$ cat src/rtl/halt_fanout_pkg.sv
package halt_fanout_pkg;

  localparam int CAUSE_W   = 2;
  localparam int CAUSE_NUM = 1 << CAUSE_W;
  localparam int OP_W      = 4;

  typedef enum logic [OP_W-1:0] {
    OP_NOP      = 4'd0,
    OP_SEL_WR   = 4'd1,
    OP_SEL_RD   = 4'd2,
    OP_MASK_WR  = 4'd3,
    OP_MASK_RD  = 4'd4,
    OP_CMASK_WR = 4'd5,
    OP_CMASK_RD = 4'd6
  } haltOpE;

  typedef struct packed {
    logic wrSel;
    logic wrCause;
    logic wrCntMask;
    logic rdSel;
    logic rdCntMask;
  } haltStrobeT;

endpackage

$ cat src/rtl/halt_fanout_ctrl.sv
module halt_fanout_ctrl
  import halt_fanout_pkg::*;
#(
  parameter int CNT_VER = 3
) (
  input  logic            clk,
  input  logic            rst_n,
  input  logic            cmdValid,
  input  logic [OP_W-1:0] cmdOp,
  output haltStrobeT      strb
);

  localparam bit HAS_CMASK = (CNT_VER >= 3);

  haltStrobeT baseStrb;

  always_comb begin
    baseStrb = '0;
    if (cmdValid) begin
      case (haltOpE'(cmdOp))
        OP_SEL_WR:   baseStrb.wrSel     = 1'b1;
        OP_SEL_RD:   baseStrb.rdSel     = 1'b1;
        OP_MASK_WR:  begin
          baseStrb.wrSel   = 1'b1;
          baseStrb.wrCause = 1'b1;
        end
        OP_MASK_RD:  baseStrb.rdSel     = 1'b1;
        OP_CMASK_WR: baseStrb.wrCntMask = 1'b1;
        OP_CMASK_RD: baseStrb.rdCntMask = 1'b1;
        default:     baseStrb = '0;
      endcase
    end
  end

  generate
    if (HAS_CMASK) begin : g_cmask
      assign strb = baseStrb;
    end else begin : g_nocmask
      always_comb begin
        strb           = baseStrb;
        strb.wrCntMask = 1'b0;
        strb.rdCntMask = 1'b0;
      end
    end
  endgenerate

  // idle port or unknown opcode raises no strobe
  assert_unknown_op_quiet_R11: assert property (@(posedge clk) disable iff (!rst_n)
    (!cmdValid || cmdOp == 4'd0 || cmdOp > 4'd6) |-> (strb == '0));

endmodule

$ cat src/rtl/halt_fanout_dp.sv
module halt_fanout_dp
  import halt_fanout_pkg::*;
#(
  parameter int NUM_CORES = 4,
  parameter int CNT_W     = 64,
  parameter int DATA_W    = 32,
  parameter int PARAM_W   = 8,
  parameter int CNT_VER   = 3
) (
  input  logic                         clk,
  input  logic                         rst_n,
  input  haltStrobeT                   strb,
  input  logic [PARAM_W-1:0]           cmdParam,
  input  logic [DATA_W-1:0]            cmdData,
  input  logic [NUM_CORES-1:0]         haltEvt,
  input  logic [CAUSE_W*NUM_CORES-1:0] haltCause,
  input  logic [NUM_CORES-1:0]         coreHalted,
  input  logic [NUM_CORES-1:0]         coreResume,
  output logic [NUM_CORES-1:0]         haltReq,
  output logic                         cntEnable,
  output logic [CNT_W-1:0]             cntValue,
  output logic [DATA_W-1:0]            rdData
);

  logic [NUM_CORES-1:0] selMask;
  logic [NUM_CORES-1:0] cntHaltMask;
  logic [CAUSE_NUM-1:0] causeMask;
  logic [NUM_CORES-1:0] causeOk;
  logic [NUM_CORES-1:0] trigVec;
  logic [NUM_CORES-1:0] setVec;
  logic [NUM_CORES-1:0] otherVec [NUM_CORES];
  logic                 cntFreeze;

  // cause filter per core
  generate
    for (genvar i = 0; i < NUM_CORES; i++) begin : g_cause
      assign causeOk[i] = causeMask[haltCause[CAUSE_W*i +: CAUSE_W]];
    end
  endgenerate

  assign trigVec = haltEvt & selMask & causeOk;

  // fan-out: each selected core is hit by any trigger other than its own
  generate
    for (genvar j = 0; j < NUM_CORES; j++) begin : g_fan
      always_comb begin
        otherVec[j]    = trigVec;
        otherVec[j][j] = 1'b0;
      end
      assign setVec[j] = selMask[j] & (|otherVec[j]);
    end
  endgenerate

  always_ff @(posedge clk) begin
    if (!rst_n) begin
      haltReq <= '0;
    end else begin
      haltReq <= setVec | (haltReq & ~coreResume);
    end
  end

  // configuration registers
  always_ff @(posedge clk) begin
    if (!rst_n) begin
      selMask   <= '0;
      causeMask <= '0;
    end else begin
      if (strb.wrSel)   selMask   <= cmdData[NUM_CORES-1:0];
      if (strb.wrCause) causeMask <= cmdParam[CAUSE_NUM-1:0];
    end
  end

  generate
    if (CNT_VER >= 3) begin : g_cmask
      always_ff @(posedge clk) begin
        if (!rst_n)              cntHaltMask <= '0;
        else if (strb.wrCntMask) cntHaltMask <= cmdData[NUM_CORES-1:0];
      end
    end else begin : g_nocmask
      assign cntHaltMask = '0;
    end
  endgenerate

  // readback
  always_ff @(posedge clk) begin
    if (!rst_n) begin
      rdData <= '0;
    end else if (strb.rdSel) begin
      rdData <= DATA_W'(selMask);
    end else if (strb.rdCntMask) begin
      rdData <= DATA_W'(cntHaltMask);
    end
  end

  // shared free-running counter
  assign cntFreeze = |(coreHalted & cntHaltMask);
  assign cntEnable = ~cntFreeze;

  always_ff @(posedge clk) begin
    if (!rst_n)         cntValue <= '0;
    else if (cntEnable) cntValue <= cntValue + CNT_W'(1);
  end

  // a newly raised request only goes to a core that was selected
  assert_req_only_selected_R6: assert property (@(posedge clk) disable iff (!rst_n)
    ((haltReq & ~$past(haltReq)) & ~$past(selMask)) == '0);

  // a newly raised request needs a halt event in the previous cycle
  assert_req_needs_event_R5: assert property (@(posedge clk) disable iff (!rst_n)
    ((haltReq & ~$past(haltReq)) != '0) |-> ($past(haltEvt) != '0));

  // a request only drops on its own resume pulse
  assert_req_hold_R7: assert property (@(posedge clk) disable iff (!rst_n)
    ($past(haltReq) & ~$past(coreResume) & ~haltReq) == '0);

  // the counter steps by one when enabled
  assert_cnt_step_R8: assert property (@(posedge clk) disable iff (!rst_n)
    cntEnable |=> (cntValue == $past(cntValue) + CNT_W'(1)));

  // the counter holds while frozen
  assert_cnt_freeze_R9: assert property (@(posedge clk) disable iff (!rst_n)
    !cntEnable |=> $stable(cntValue));

  generate
    if (CNT_VER < 3) begin : g_old_chk
      // without freeze-mask support the counter never stops
      assert_old_never_frozen_R10: assert property (@(posedge clk) disable iff (!rst_n)
        cntEnable);
    end
  endgenerate

endmodule

$ cat src/rtl/halt_fanout_unit.sv
module halt_fanout_unit
  import halt_fanout_pkg::*;
#(
  parameter int NUM_CORES = 4,
  parameter int CNT_W     = 64,
  parameter int DATA_W    = 32,
  parameter int PARAM_W   = 8,
  parameter int CNT_VER   = 3
) (
  input  logic                         clk,
  input  logic                         rst_n,
  input  logic                         cmdValid,
  input  logic [3:0]                   cmdOp,
  input  logic [PARAM_W-1:0]           cmdParam,
  input  logic [DATA_W-1:0]            cmdData,
  output logic [DATA_W-1:0]            rdData,
  input  logic [NUM_CORES-1:0]         haltEvt,
  input  logic [2*NUM_CORES-1:0]       haltCause,
  input  logic [NUM_CORES-1:0]         coreHalted,
  input  logic [NUM_CORES-1:0]         coreResume,
  output logic [NUM_CORES-1:0]         haltReq,
  output logic                         cntEnable,
  output logic [CNT_W-1:0]             cntValue
);

  haltStrobeT strb;

  halt_fanout_ctrl #(
    .CNT_VER (CNT_VER)
  ) ctrl_i (
    .clk      (clk),
    .rst_n    (rst_n),
    .cmdValid (cmdValid),
    .cmdOp    (cmdOp),
    .strb     (strb)
  );

  halt_fanout_dp #(
    .NUM_CORES (NUM_CORES),
    .CNT_W     (CNT_W),
    .DATA_W    (DATA_W),
    .PARAM_W   (PARAM_W),
    .CNT_VER   (CNT_VER)
  ) dp_i (
    .clk        (clk),
    .rst_n      (rst_n),
    .strb       (strb),
    .cmdParam   (cmdParam),
    .cmdData    (cmdData),
    .haltEvt    (haltEvt),
    .haltCause  (haltCause),
    .coreHalted (coreHalted),
    .coreResume (coreResume),
    .haltReq    (haltReq),
    .cntEnable  (cntEnable),
    .cntValue   (cntValue),
    .rdData     (rdData)
  );

  // outputs are cleared during reset
  assert_reset_clear_R1: assert property (@(posedge clk)
    !rst_n |=> (haltReq == '0 && rdData == '0 && cntValue == '0));

endmodule

$ cat config.mk
export PLATFORM = sky130hd
export DESIGN_NAME = halt_fanout_unit
export DESIGN_NICKNAME = d
export VERILOG_FILES = /design/src/rtl/halt_fanout_pkg.sv /design/src/rtl/halt_fanout_ctrl.sv /design/src/rtl/halt_fanout_dp.sv /design/src/rtl/halt_fanout_unit.sv
export SDC_FILE = /design/constraint.sdc
export NUM_CORES = 1
export LEC_CHECK = 0
export ABC_AREA = 1
export BUFFER_PORTS_ARGS = -buffer_cell sky130_fd_sc_hd__buf_2
export CORE_ASPECT_RATIO = 2
export CORE_UTILIZATION = 51
export CTS_CLUSTER_SIZE = 12
export DETAILED_ROUTE_END_ITERATION = 16
export GPL_TIMING_DRIVEN = 0
export PLACE_DENSITY = 0.81
export REMOVE_ABC_BUFFERS = 1
export SKIP_LAST_GASP = 1
export SLEW_MARGIN = 10
export SYNTH_ARGS = -nofsm -noshare
export SYNTH_HDL_FRONTEND = slang
export SYNTH_SLANG_ARGS = --single-unit
$ cat constraint.sdc
create_clock -name clk -period 2 [get_ports clk]
set_input_delay 0.5 -clock clk [delete_from_list [all_inputs] [get_ports clk]]
set_output_delay 0.5 -clock clk [all_outputs]
set_load 0.01 [all_outputs]
[After elaboration in Yosys (flattened, before gate mapping)]
Cells that the tools add are included.
Storage, ports and cells
  bits in registers: 84
  bits in latches: 0
  memory bits (writable): 0
  bits in read-only memories: 0
  bits of input ports: 67
  output and inout bits: 101
  logic and storage cells: 52
  memories: 0
Cells by class
  add/sub/neg operators: 1
  multiply operators: 0
  div/mod/pow operators: 0
  magnitude comparators: 4
  eq/ne operators: 6
  shift operators: 0
  muxes and demuxes: 16
  bitwise logic cells: 11
  reduce and logical (&&, ||, !) cells: 8
Operators by type and width (count)
  $add A64 B1 Y64 const B: 1
  $and A4 B4 Y4: 4
  $eq A4 B3 Y1 const B: 3
  $lt A2 B3 Y1 const B: 4
  $reduce_or A3 Y1: 4
  $mux W1: 9
  $bmux W1 S2: 4
  $eq A4 B2 Y1 const B: 2
  $mux W4: 2
  $mux W5: 1
  $and A1 B1 Y1: 4
  $eq A4 B1 Y1 const B: 1
  $not A4 Y4: 1
  $or A4 B4 Y4: 1
  $reduce_or A2 Y1: 2
  $reduce_or A4 Y1: 1
  $reduce_bool A2 Y1: 1
  $not A1 Y1: 1

[Logic depth before layout (Yosys ltp)]
Gate-level depths: netlist of run 1.
  word-level depth: 6
  mapped depth: 11
  depth with buffers taken out: 11

[By module]
From an unflattened synthesis of run 1, not the netlist that was laid out.
Unflattened totals
  cell total of the unflattened synthesis: 800
  area total of the unflattened synthesis: 5016.1 sq um
By module, submodules not included
  halt_fanout_dp: instances 1, cells an instance 784, area an instance 4941.0 sq um, sequential area each 1681.6 sq um
  halt_fanout_ctrl: instances 1, cells an instance 16, area an instance 75.1 sq um, sequential area each 0.0 sq um

[Worst setup path after synthesis of run 1]
OpenSTA, ideal clock, no wires.
  kind: input -> output
  start point: in coreHalted[3]
  end point: out cntEnable
  arrival: 1131 ps
  required time: 1500 ps
  path slack: 369 ps
  stages: 5
  path buffers: 2
  cells stage by stage: nand2_1 -> nand2_1 -> nor2_2 -> buf_4 -> buf_4
On the way
  word-level cells in the longest chain between the ends: 3
Ends and longest elaborated chain
  start: declaration: line halt_fanout_unit.sv:19  | input logic [NUM_CORES-1:0] coreHalted,
  $and A4 B4 Y4: line halt_fanout_dp.sv:96  | assign cntFreeze = |(coreHalted & cntHaltMask);
  $reduce_or A4 Y1: line halt_fanout_dp.sv:96
  $not A1 Y1: line halt_fanout_dp.sv:97  | assign cntEnable = ~cntFreeze;
  end: declaration: line halt_fanout_unit.sv:22  | output logic cntEnable,
Every way passes these cells.

[Worst setup path in the final report of run 1]
  start point: reg dp_i.cntHaltMask[1]
  end point: out cntEnable
On the way
  word-level cells in the longest chain between the ends: 3
Ends and longest elaborated chain
  start: declaration: line halt_fanout_dp.sv:26  | logic [NUM_CORES-1:0] cntHaltMask;
  start signal: assignment: line halt_fanout_dp.sv:77  | else if (strb.wrCntMask) cntHaltMask <= cmdData[NUM_CORES-1:0];
  $and A4 B4 Y4: line halt_fanout_dp.sv:96
  $reduce_or A4 Y1: line halt_fanout_dp.sv:96
  $not A1 Y1: line halt_fanout_dp.sv:97
Every way passes these cells.

==> results.json, run 1 <==
{
  "status": "finished clean",
  "worst_r2r_endpoint": "dp_i.cntValue[39]",
  "die_height_um": 143,
  "die-area_mm2": 0.0104,
  "synthTopCellsByCount": "nand2_1 (226), nor2_1 (172), dfxtp_1 (84)",
  "finalInstanceArea_mm2": 0.00599,
  "tns_ns": 0,
  "worst-path-max-fanout": 9,
  "num_antenna_cells": 0,
  "finalSetupViolCount": 0,
  "hpwl_mm": 11.5,
  "syn_inst": 824,
  "clkTransAtPathRegs_ns": 0.06,
  "yosys_warnings": 0,
  "whs_ns": 0.398,
  "rows": 51,
  "drive_above_1_share_pct": 18.8,
  "ys_types": 36,
  "place_area_mm2": 0.00560,
  "syn_area_mm2": 0.00508,
  "tritoncts.num_buffers": 9,
  "worst_pin_slew_ns": 0.609,
  "power_frac_comb_pct": 5.7,
  "ff2ff_path_depth": 9,
  "grt_pass1_vias": 5099,
  "fin_crit_sh_pct": 94.2,
  "grt_start_max_net_pins": 55,
  "fmax_ghz": 0.531,
  "grt_pass1_wl_mm": 23.7,
  "io_pins": 168,
  "num_vias": 5541,
  "min_to": "dp_i.haltReq[3]",
  "yosysMostFrequentCell": "nand2_1",
  "io_buffers": 107,
  "ant_nets": 0,
  "gr-usage-all-layers_pct": 30.2,
  "synth_edf_count": 0,
  "finalNetCount": 1005,
  "p_per_area_mw_per_mm2": 592,
  "core_mm2": 0.00970,
  "routed_wl_mm": 15.2,
  "ys_seq_area_share_pct": 33.1,
  "drv_slew": 0,
  "finalCriticalPeriod_ns": 1.88,
  "worstSetupStartpointType": "register",
  "cp_data_arrival_time_ns": 1.38,
  "drtIter0Drc": 292,
  "min_path_type": "in -> reg",
  "vias_per_cell": 5.16,
  "reg2reg_setup_slack_ns": 0.14,
  "async_flop_share_pct": 0,
  "cp-end-kind": "output port",
  "place.gp.congestion": 0.956,
  "synth_top_cell_by_area": "dfxtp_1",
  "ctsRootBufferMaster": "clkbuf_16",
  "p_sw_mw": 0.838,
  "cts.sinks": 84,
  "clock_skew_ns": 0.00473,
  "ys_ff_latch": 84,
  "swShare_pct": 23.6,
  "intPower_mw": 2.71,
  "leakage_nw": 2.54,
  "tritoncts": "done",
  "ir_drop_v": 0.000560,
  "hold_viol_final": 0,
  "grt-ovfl-total": 0,
  "avgSynthCellArea_um2": 6.16,
  "area.sequential_mm2": 0.00168,
  "power_frac_seq_pct": 48.0,
  "htreeDepth": 3,
  "die_x_um": 72.6,
  "cts_hold_buf": 0,
  "multi_input_area_mm2": 0.00293,
  "antenna_found_initial": 0,
  "r2r-start": "dp_i.cntHaltMask[1]",
  "rsz0062_at_grt": "true",
  "ctsLongestPathBuffers": 2,
  "pwr-share-clk_pct": 46.3,
  "start_util_pct": 52.4,
  "ys_top_cells_by_area": "dfxtp_1 (33%), nand2_1 (17%), nor2_1 (13%)",
  "timing.slew.headroom_pct": 59.4,
  "hp-start": "coreResume[3]",
  "yosys.area.top_type_share_pct": 33.1,
  "firstDrtPassIters": 5,
  "fillers": 976,
  "wl_per_cell_um": 14.1,
  "clock_latency_ns": 0.35,
  "min_path_cells": 4,
  "cap_violations": 0,
  "power_mw": 3.54,
  "finish.utilization_pct": 61.7,
  "dominantRegCellSynth": "dfxtp_1",
  "crit_type": "reg -> out",
  "area_growth_pct": 17.8,
  "crit_required_ns": 1.50,
  "route.detailed.drc": 0
}
==> cell families after synthesis <==
kind of cell               synth area share [%]
xor gates and xnor gates                   1.55
DFF                                        33.1
AOI/OAI and AO/OA                          6.53
buffers and inverters                      11.6
and+or+nand+nor                            46.9
adders and majority gates                 0.246
other                                    0.0738
==> state kept, by name (all words and copies together), names as in the netlist <==
signal            count
dp_i.rdData           4
dp_i.selMask          4
dp_i.haltReq          4
dp_i.causeMask        4
dp_i.cntValue        64
dp_i.cntHaltMask      4
==> worst max path at each step <==
stage	depth (start not counted)	end	slack (ns)	startpoint
detailed placement	10	dp_i.cntValue[36]	-0.79	coreHalted[1]
global placement	10	dp_i.cntValue[36]	-0.73	coreHalted[3]
finish	4	cntEnable	0.12	dp_i.cntHaltMask[1]
global route	10	dp_i.cntValue[48]	-0.005	dp_i.cntValue[1]
CTS	4	cntEnable	0.07	dp_i.cntHaltMask[2]
floorplan	8	dp_i.cntValue[28]	-0.16	coreHalted[3]
==> power groups by stage <==
stage	Sequential (mW)	Clock, mW	Combinational (mW)
6_report	1.70	1.64	0.201
4_1_cts	1.70	1.66	0.193
2_1_floorplan	1.74	0	0.0961
3_3_place_gp	1.74	0	0.182
5_1_grt	1.70	1.72	0.225
3_5_place_dp	1.74	0	0.186
==> cell usage in the layout, fill, tap and decap left out, types with 20 or more instances in the layout <==
cell / Yosys / routed
inv_1: 82 / 81
conb_1: 1 / 28
dfxtp_1: 84 / 83
a21oi_1: 31 / 31
nand2_1: 226 / 226
buf_2: 1 / 106
nand4_1: 24 / 24
nor2_1: 172 / 171
o21ai_0: 24 / 24
nand3_1: 63 / 63
nor2_2: 21 / 20
==> metal layers <==
layer,global-route usage [%],vias up,share of wire (%)
met5,0,-,0
li1,-,2777,-
met1,28.4,2424,35
met2,56.7,269,53
met4,22.6,0,6.9
met3,4.16,71,5.5
==> area by class of cell <==
type,count,area share (%)
Tap cell,132,2.76
Clock inverter,6,0.920
Multi-Input combinational cell,643,49.0
Timing Repair Buffer,115,9.99
Inverter,83,5.27
Clock buffer,10,3.83
Timing Repair inverter,1,0.125
Sequential cell,84,28.1
==> repair_timing <==
action | 4_1_cts | 5_1_grt
resized for setup | 5 | 3
setup endpoints to repair | 47 | 7
gates cloned | 2 | 0
setup buffers | 0 | 8
pin swaps | 1 | 2
==> through the flow <==
step | cells | setup slack [ns]
final | 1074 | 0.117
after global placement | 1048 | -0.733
after floorplan | 809 | -0.157
after CTS | 1066 | 0.0722
after detailed placement | 1048 | -0.790
after global routing | 1074 | -0.00486
==> worst max-delay path, stage by stage (launching register included) <==
cell	delay, ns
dfxtp_1	0.32
nand2_1	0.06
nand2_1	0.13
nor2_4	0.33
buf_2	0.20
Note: power is estimated with default switching activity, not from simulation.
==> inputs of run 2 (changes only) <==
Settings changed: CORE_MARGIN from default to 2.
==> results.json, run 2 (synthesis gave the netlist of run 1 again) <==
{
  "status": "finished clean",
  "rsz0062_at_grt": "true",
  "crit_required_ns": 2.29,
  "final_common_cell": "nand2_1",
  "io_pins": 168,
  "clock_skew_ns": 0.00885,
  "fillers": 979,
  "firstDrtPassIters": 5,
  "grt_pass1_vias": 4984,
  "worst_pin_slew_ns": 0.626,
  "worst-path-stages": 9,
  "wl_per_cell_um": 14.1,
  "p_per_area_mw_per_mm2": 625,
  "critical_path.cell_chain": "ha_1 > nand2_2 > nor2_4 > nand3_2 > nor2_4 > nand2_1 > o21ai_1 > nand2_1 > nor2_1",
  "die_x_um": 74.6,
  "cap_violations": 0,
  "area_growth_pct": 18.0,
  "vias_per_cell": 5.18,
  "cts.sinks": 84,
  "min_path_type": "in -> reg",
  "drv_slew": 0,
  "worst-path-max-fanout": 11,
  "fin_crit_sh_pct": 93.7,
  "htreeDepth": 3,
  "grt_start_max_net_pins": 55,
  "largest_reg_flops": 64,
  "start_util_pct": 52.4,
  "antenna_found_initial": 0,
  "drive_above_1_share_pct": 18.3,
  "gr-usage-all-layers_pct": 27.7,
  "route.detailed.drc": 0,
  "ff2ff_path_depth": 9,
  "grt-ovfl-total": 0,
  "finalCriticalPeriod_ns": 1.87,
  "tritoncts.num_buffers": 9,
  "grt_pass1_wl_mm": 22.9,
  "cp_data_arrival_time_ns": 2.16,
  "worst_path_largest_cell_delay_ns": 0.39,
  "mostFrequentLayoutCells": "nand2_1 (226), nor2_1 (171), buf_2 (106)",
  "fmax_ghz": 0.534,
  "place.gp.congestion": 0.979,
  "die-area_mm2": 0.0108,
  "clkTransAtPathRegs_ns": 0.07,
  "crit_slowest_cell": "dfxtp_1",
  "worstSetupStartpointType": "register",
  "rows": 51,
  "finalNetCount": 999,
  "cp-end-kind": "register",
  "cp_top_family": "simple AND/OR/NAND/NOR gates",
  "timing.slew.headroom_pct": 58.2,
  "ctsLongestPathBuffers": 2,
  "crit_type": "reg -> reg",
  "ir_drop_v": 0.000424,
  "power_mw": 3.75,
  "core_mm2": 0.00970,
  "finalSetupViolCount": 0,
  "whs_ns": 0.404,
  "crit_buf_inv": 0,
  "clock_latency_ns": 0.34,
  "min_path_cells": 4,
  "num_antenna_cells": 0,
  "hpwl_mm": 11.7,
  "regMostFlops": "dp_i.cntValue",
  "die_height_um": 145,
  "ctsRootBufferMaster": "clkbuf_16",
  "hold_viol_final": 0,
  "leakage_nw": 2.53,
  "drtIter0Drc": 230,
  "ant_nets": 0,
  "io_buffers": 107,
  "routed_wl_mm": 15.0,
  "num_vias": 5531,
  "tritoncts": "done",
  "tns_ns": 0
}
-- run 2: final timing paths --
path	start	slack, ns	to
setup reg to reg	dp_i.cntValue[1]	0.13	dp_i.cntValue[36]
hold reg to reg	dp_i.haltReq[0]	0.46	dp_i.haltReq[0]
hold / removal	coreResume[0]	0.40	dp_i.haltReq[0]
setup / recovery	dp_i.cntValue[1]	0.13	dp_i.cntValue[36]
-- run 2: power by group --
| part | internal, mW | switching, mW | total (mW) | leakage (nW) |
|---|---|---|---|---|
| combinational | 0.0633 | 0.137 | 0.200 | 1.69 |
| sequential | 1.69 | 0.0156 | 1.70 | 0.677 |
| clock | 1.14 | 0.706 | 1.84 | 0.160 |
| total | 2.89 | 0.858 | 3.75 | 2.53 |
-- run 2: what timing repair did --
item / in CTS / in global routing
endpoints found under the setup margin: 47 / 4
gates cloned: 2 / 0
setup buffers: 0 / 2
hold buffers: 0 / 0
gates resized for setup: 5 / 1
pin swaps: 1 / 2
-- run 2: cell type report --
type,instances,area [um2],share of cell area (%)
Clock buffer,10,239,3.99
Timing Repair inverter,1,7.51,0.125
Timing Repair Buffer,109,566,9.43
Clock inverter,6,93.8,1.57
Inverter,83,315,5.26
Tap cell,132,165,2.75
Sequential cell,84,1680,28.0
Multi-Input combinational cell,643,2930,48.8
-- run 2: metal layers --
metal	up-vias	global-route usage, %	part of all wire [%]
met1	2456	26.2	34
met5	-	0	0
met4	0	21.3	8.0
met2	230	48.9	52
li1	2772	-	-
met3	73	5.21	5.9
-- run 2: worst reg2reg max path: stages, from the launching register on --
cell and delay, ns:
dfxtp_1 0.39, ha_1 0.23, nand2_2 0.09, nor2_4 0.17, nand3_2 0.17, nor2_4 0.30, nand2_1 0.17, o21ai_1 0.14
nand2_1 0.06, nor2_1 0.09
-- run 2: per-stage QoR --
| step | instance area [um2] | std cells | util (%) | worst slack [ns] |
|---|---|---|---|---|
| floorplan | 4900 | 809 | - | -0.157 |
| global placement | 5600 | 1048 | 57.8 | -0.720 |
| detailed placement | 5600 | 1048 | 57.8 | -0.741 |
| finish | 6000 | 1068 | 61.8 | 0.126 |
| CTS | 5970 | 1066 | 61.5 | 0.0481 |
| global route | 6000 | 1068 | 61.8 | -0.0214 |
==> inputs of run 3 (changes only) <==
==> constraint.sdc (replaced) <==
create_clock -name clk -period 2 [get_ports clk]
set_input_delay 0.5 -clock clk [delete_from_list [all_inputs] [get_ports clk]]
set_output_delay 0.5 -clock clk [all_outputs]
set_load 0.05 [all_outputs]
==> results.json, run 3 (synthesis gave the netlist of run 1 again) <==
{
  "critical_path.cell_chain": "nand2_1 > nand2_1 > nor2_4 > buf_2",
  "tns_ns": 0,
  "grt_pass1_wl_mm": 22.9,
  "pwr-share-clk_pct": 47.7,
  "cpMostUsedCell": "nand2_1",
  "worst_path_largest_cell_delay_ns": 0.33,
  "start_util_pct": 52.4,
  "clock_skew_ns": 0.00893,
  "crit_type": "reg -> out",
  "drtIter0Drc": 235,
  "timing.slew.headroom_pct": 58.7,
  "area.sequential_mm2": 0.00168,
  "vias_per_cell": 5.18,
  "die_x_um": 74.6,
  "num_vias": 5543,
  "grt_pass1_vias": 4984,
  "wl_per_cell_um": 14.1,
  "ff2ff_path_depth": 10,
  "crit_required_ns": 1.50,
  "multi_input_area_mm2": 0.00293,
  "finalNetCount": 1002,
  "final_common_cell": "nand2_1",
  "io_pins": 168,
  "gr-usage-all-layers_pct": 27.7,
  "rows": 51,
  "fmax_ghz": 0.547,
  "clkTransAtPathRegs_ns": 0.06,
  "cp_data_arrival_time_ns": 1.33,
  "min_path_type": "in -> reg",
  "status": "finished clean",
  "power_frac_seq_pct": 44.1,
  "drv_slew": 0,
  "routed_wl_mm": 15.2,
  "ant_nets": 0,
  "swShare_pct": 25.2,
  "dpl.cell_count": 1048,
  "cap_violations": 0,
  "cts.sinks": 84,
  "largest_reg_flops": 64,
  "finalSetupViolCount": 0,
  "p_per_area_mw_per_mm2": 642,
  "final_cells": 1071,
  "drive_above_1_share_pct": 18.5,
  "regMostFlops": "dp_i.cntValue",
  "ir_drop_v": 0.000425,
  "tritoncts.num_buffers": 9,
  "htreeDepth": 3,
  "ctsRootBufferMaster": "clkbuf_16",
  "post-place-ws_ns": -0.741,
  "hpwl_mm": 11.7,
  "fin_ws_ns": 0.172,
  "crit_slowest_cell": "dfxtp_1",
  "finish.utilization_pct": 62.0,
  "grt_start_max_net_pins": 55,
  "io_buffers": 107,
  "worst-path-max-fanout": 3,
  "mostFrequentLayoutCells": "nand2_1 (226), nor2_1 (171), buf_2 (106)",
  "hold_viol_final": 0,
  "cts_hold_buf": 0,
  "core_mm2": 0.00970,
  "num_antenna_cells": 0,
  "ctsLongestPathBuffers": 2,
  "area_growth_pct": 18.5,
  "die-area_mm2": 0.0108,
  "die_height_um": 145,
  "power_frac_comb_pct": 8.2,
  "place.gp.congestion": 0.979,
  "clock_latency_ns": 0.34,
  "grt-ovfl-total": 0,
  "fillers": 973,
  "route.detailed.drc": 0,
  "firstDrtPassIters": 6,
  "worstSetupStartpointType": "register",
  "intPower_mw": 2.89,
  "worst_pin_slew_ns": 0.618,
  "antenna_found_initial": 0,
  "fin_crit_sh_pct": 91.4,
  "p_sw_mw": 0.974,
  "cp-end-kind": "output port",
  "tritoncts": "done",
  "leakage_nw": 2.55,
  "finalCriticalPeriod_ns": 1.83,
  "rsz0062_at_grt": "false",
  "min_path_cells": 4
}
-- run 3: cell types whose count changed in the layout (fill, tap and decap cells not counted), sizes merged --
cell / change
buf: +3
-- run 3: final timing paths --
check,endpoint,startpoint,slack (ns)
max reg2reg,dp_i.cntValue[62],dp_i.cntValue[1],0.19
max,cntEnable,dp_i.cntHaltMask[3],0.17
min reg2reg,dp_i.haltReq[0],dp_i.haltReq[0],0.46
min,dp_i.haltReq[3],coreResume[3],0.40
-- run 3: area by class of cell --
class | instances | share of cell area (%)
Tap cell | 132 | 2.74
Inverter | 83 | 5.24
Multi-Input combinational cell | 643 | 48.6
Sequential cell | 84 | 27.9
Timing Repair inverter | 1 | 0.125
Clock inverter | 6 | 1.56
Clock buffer | 10 | 3.97
Timing Repair Buffer | 112 | 9.77
-- run 3: what timing repair did --
action | CTS | global route
endpoints found under the setup margin | 47 | 4
gates resized for setup | 5 | 1
pin swaps | 1 | 2
buffers inserted | 0 | 5
gates cloned | 2 | 0
-- run 3: per-layer routing --
metal	wire length, um	part of all wire [%]	global-route usage [%]
met1	5230	35	26.2
met4	1170	7.7	21.3
met3	836	5.5	5.21
met2	7920	52	48.9
met5	0	0	0
-- run 3: metrics by stage --
stage | hold WS (ns) | power (mW) | area, um2
3_5_place_dp | 0.450 | 2.04 | 5600
2_1_floorplan | 0.463 | 1.95 | 4900
4_1_cts | 0.398 | 3.88 | 5970
3_3_place_gp | 0.448 | 2.04 | 5600
6_report | 0.403 | 3.86 | 6020
5_1_grt | 0.407 | 4.00 | 6020
-- run 3: power by group through the flow --
stage          Combinational, mW  Sequential (mW)  Clock, mW
3_5_place_dp               0.302             1.74          0
6_report                   0.317             1.70       1.84
2_1_floorplan              0.190             1.76          0
3_3_place_gp               0.299             1.74          0
5_1_grt                    0.338             1.70       1.96
4_1_cts                    0.309             1.70       1.87
-- run 3: critical path, delay by kind of cell, from the launching register on --
kind | cells | cell delay [ns]
AND/OR/NAND/NOR | 3 | 0.38
flip-flops | 1 | 0.33
buffers and inverters | 1 | 0.28
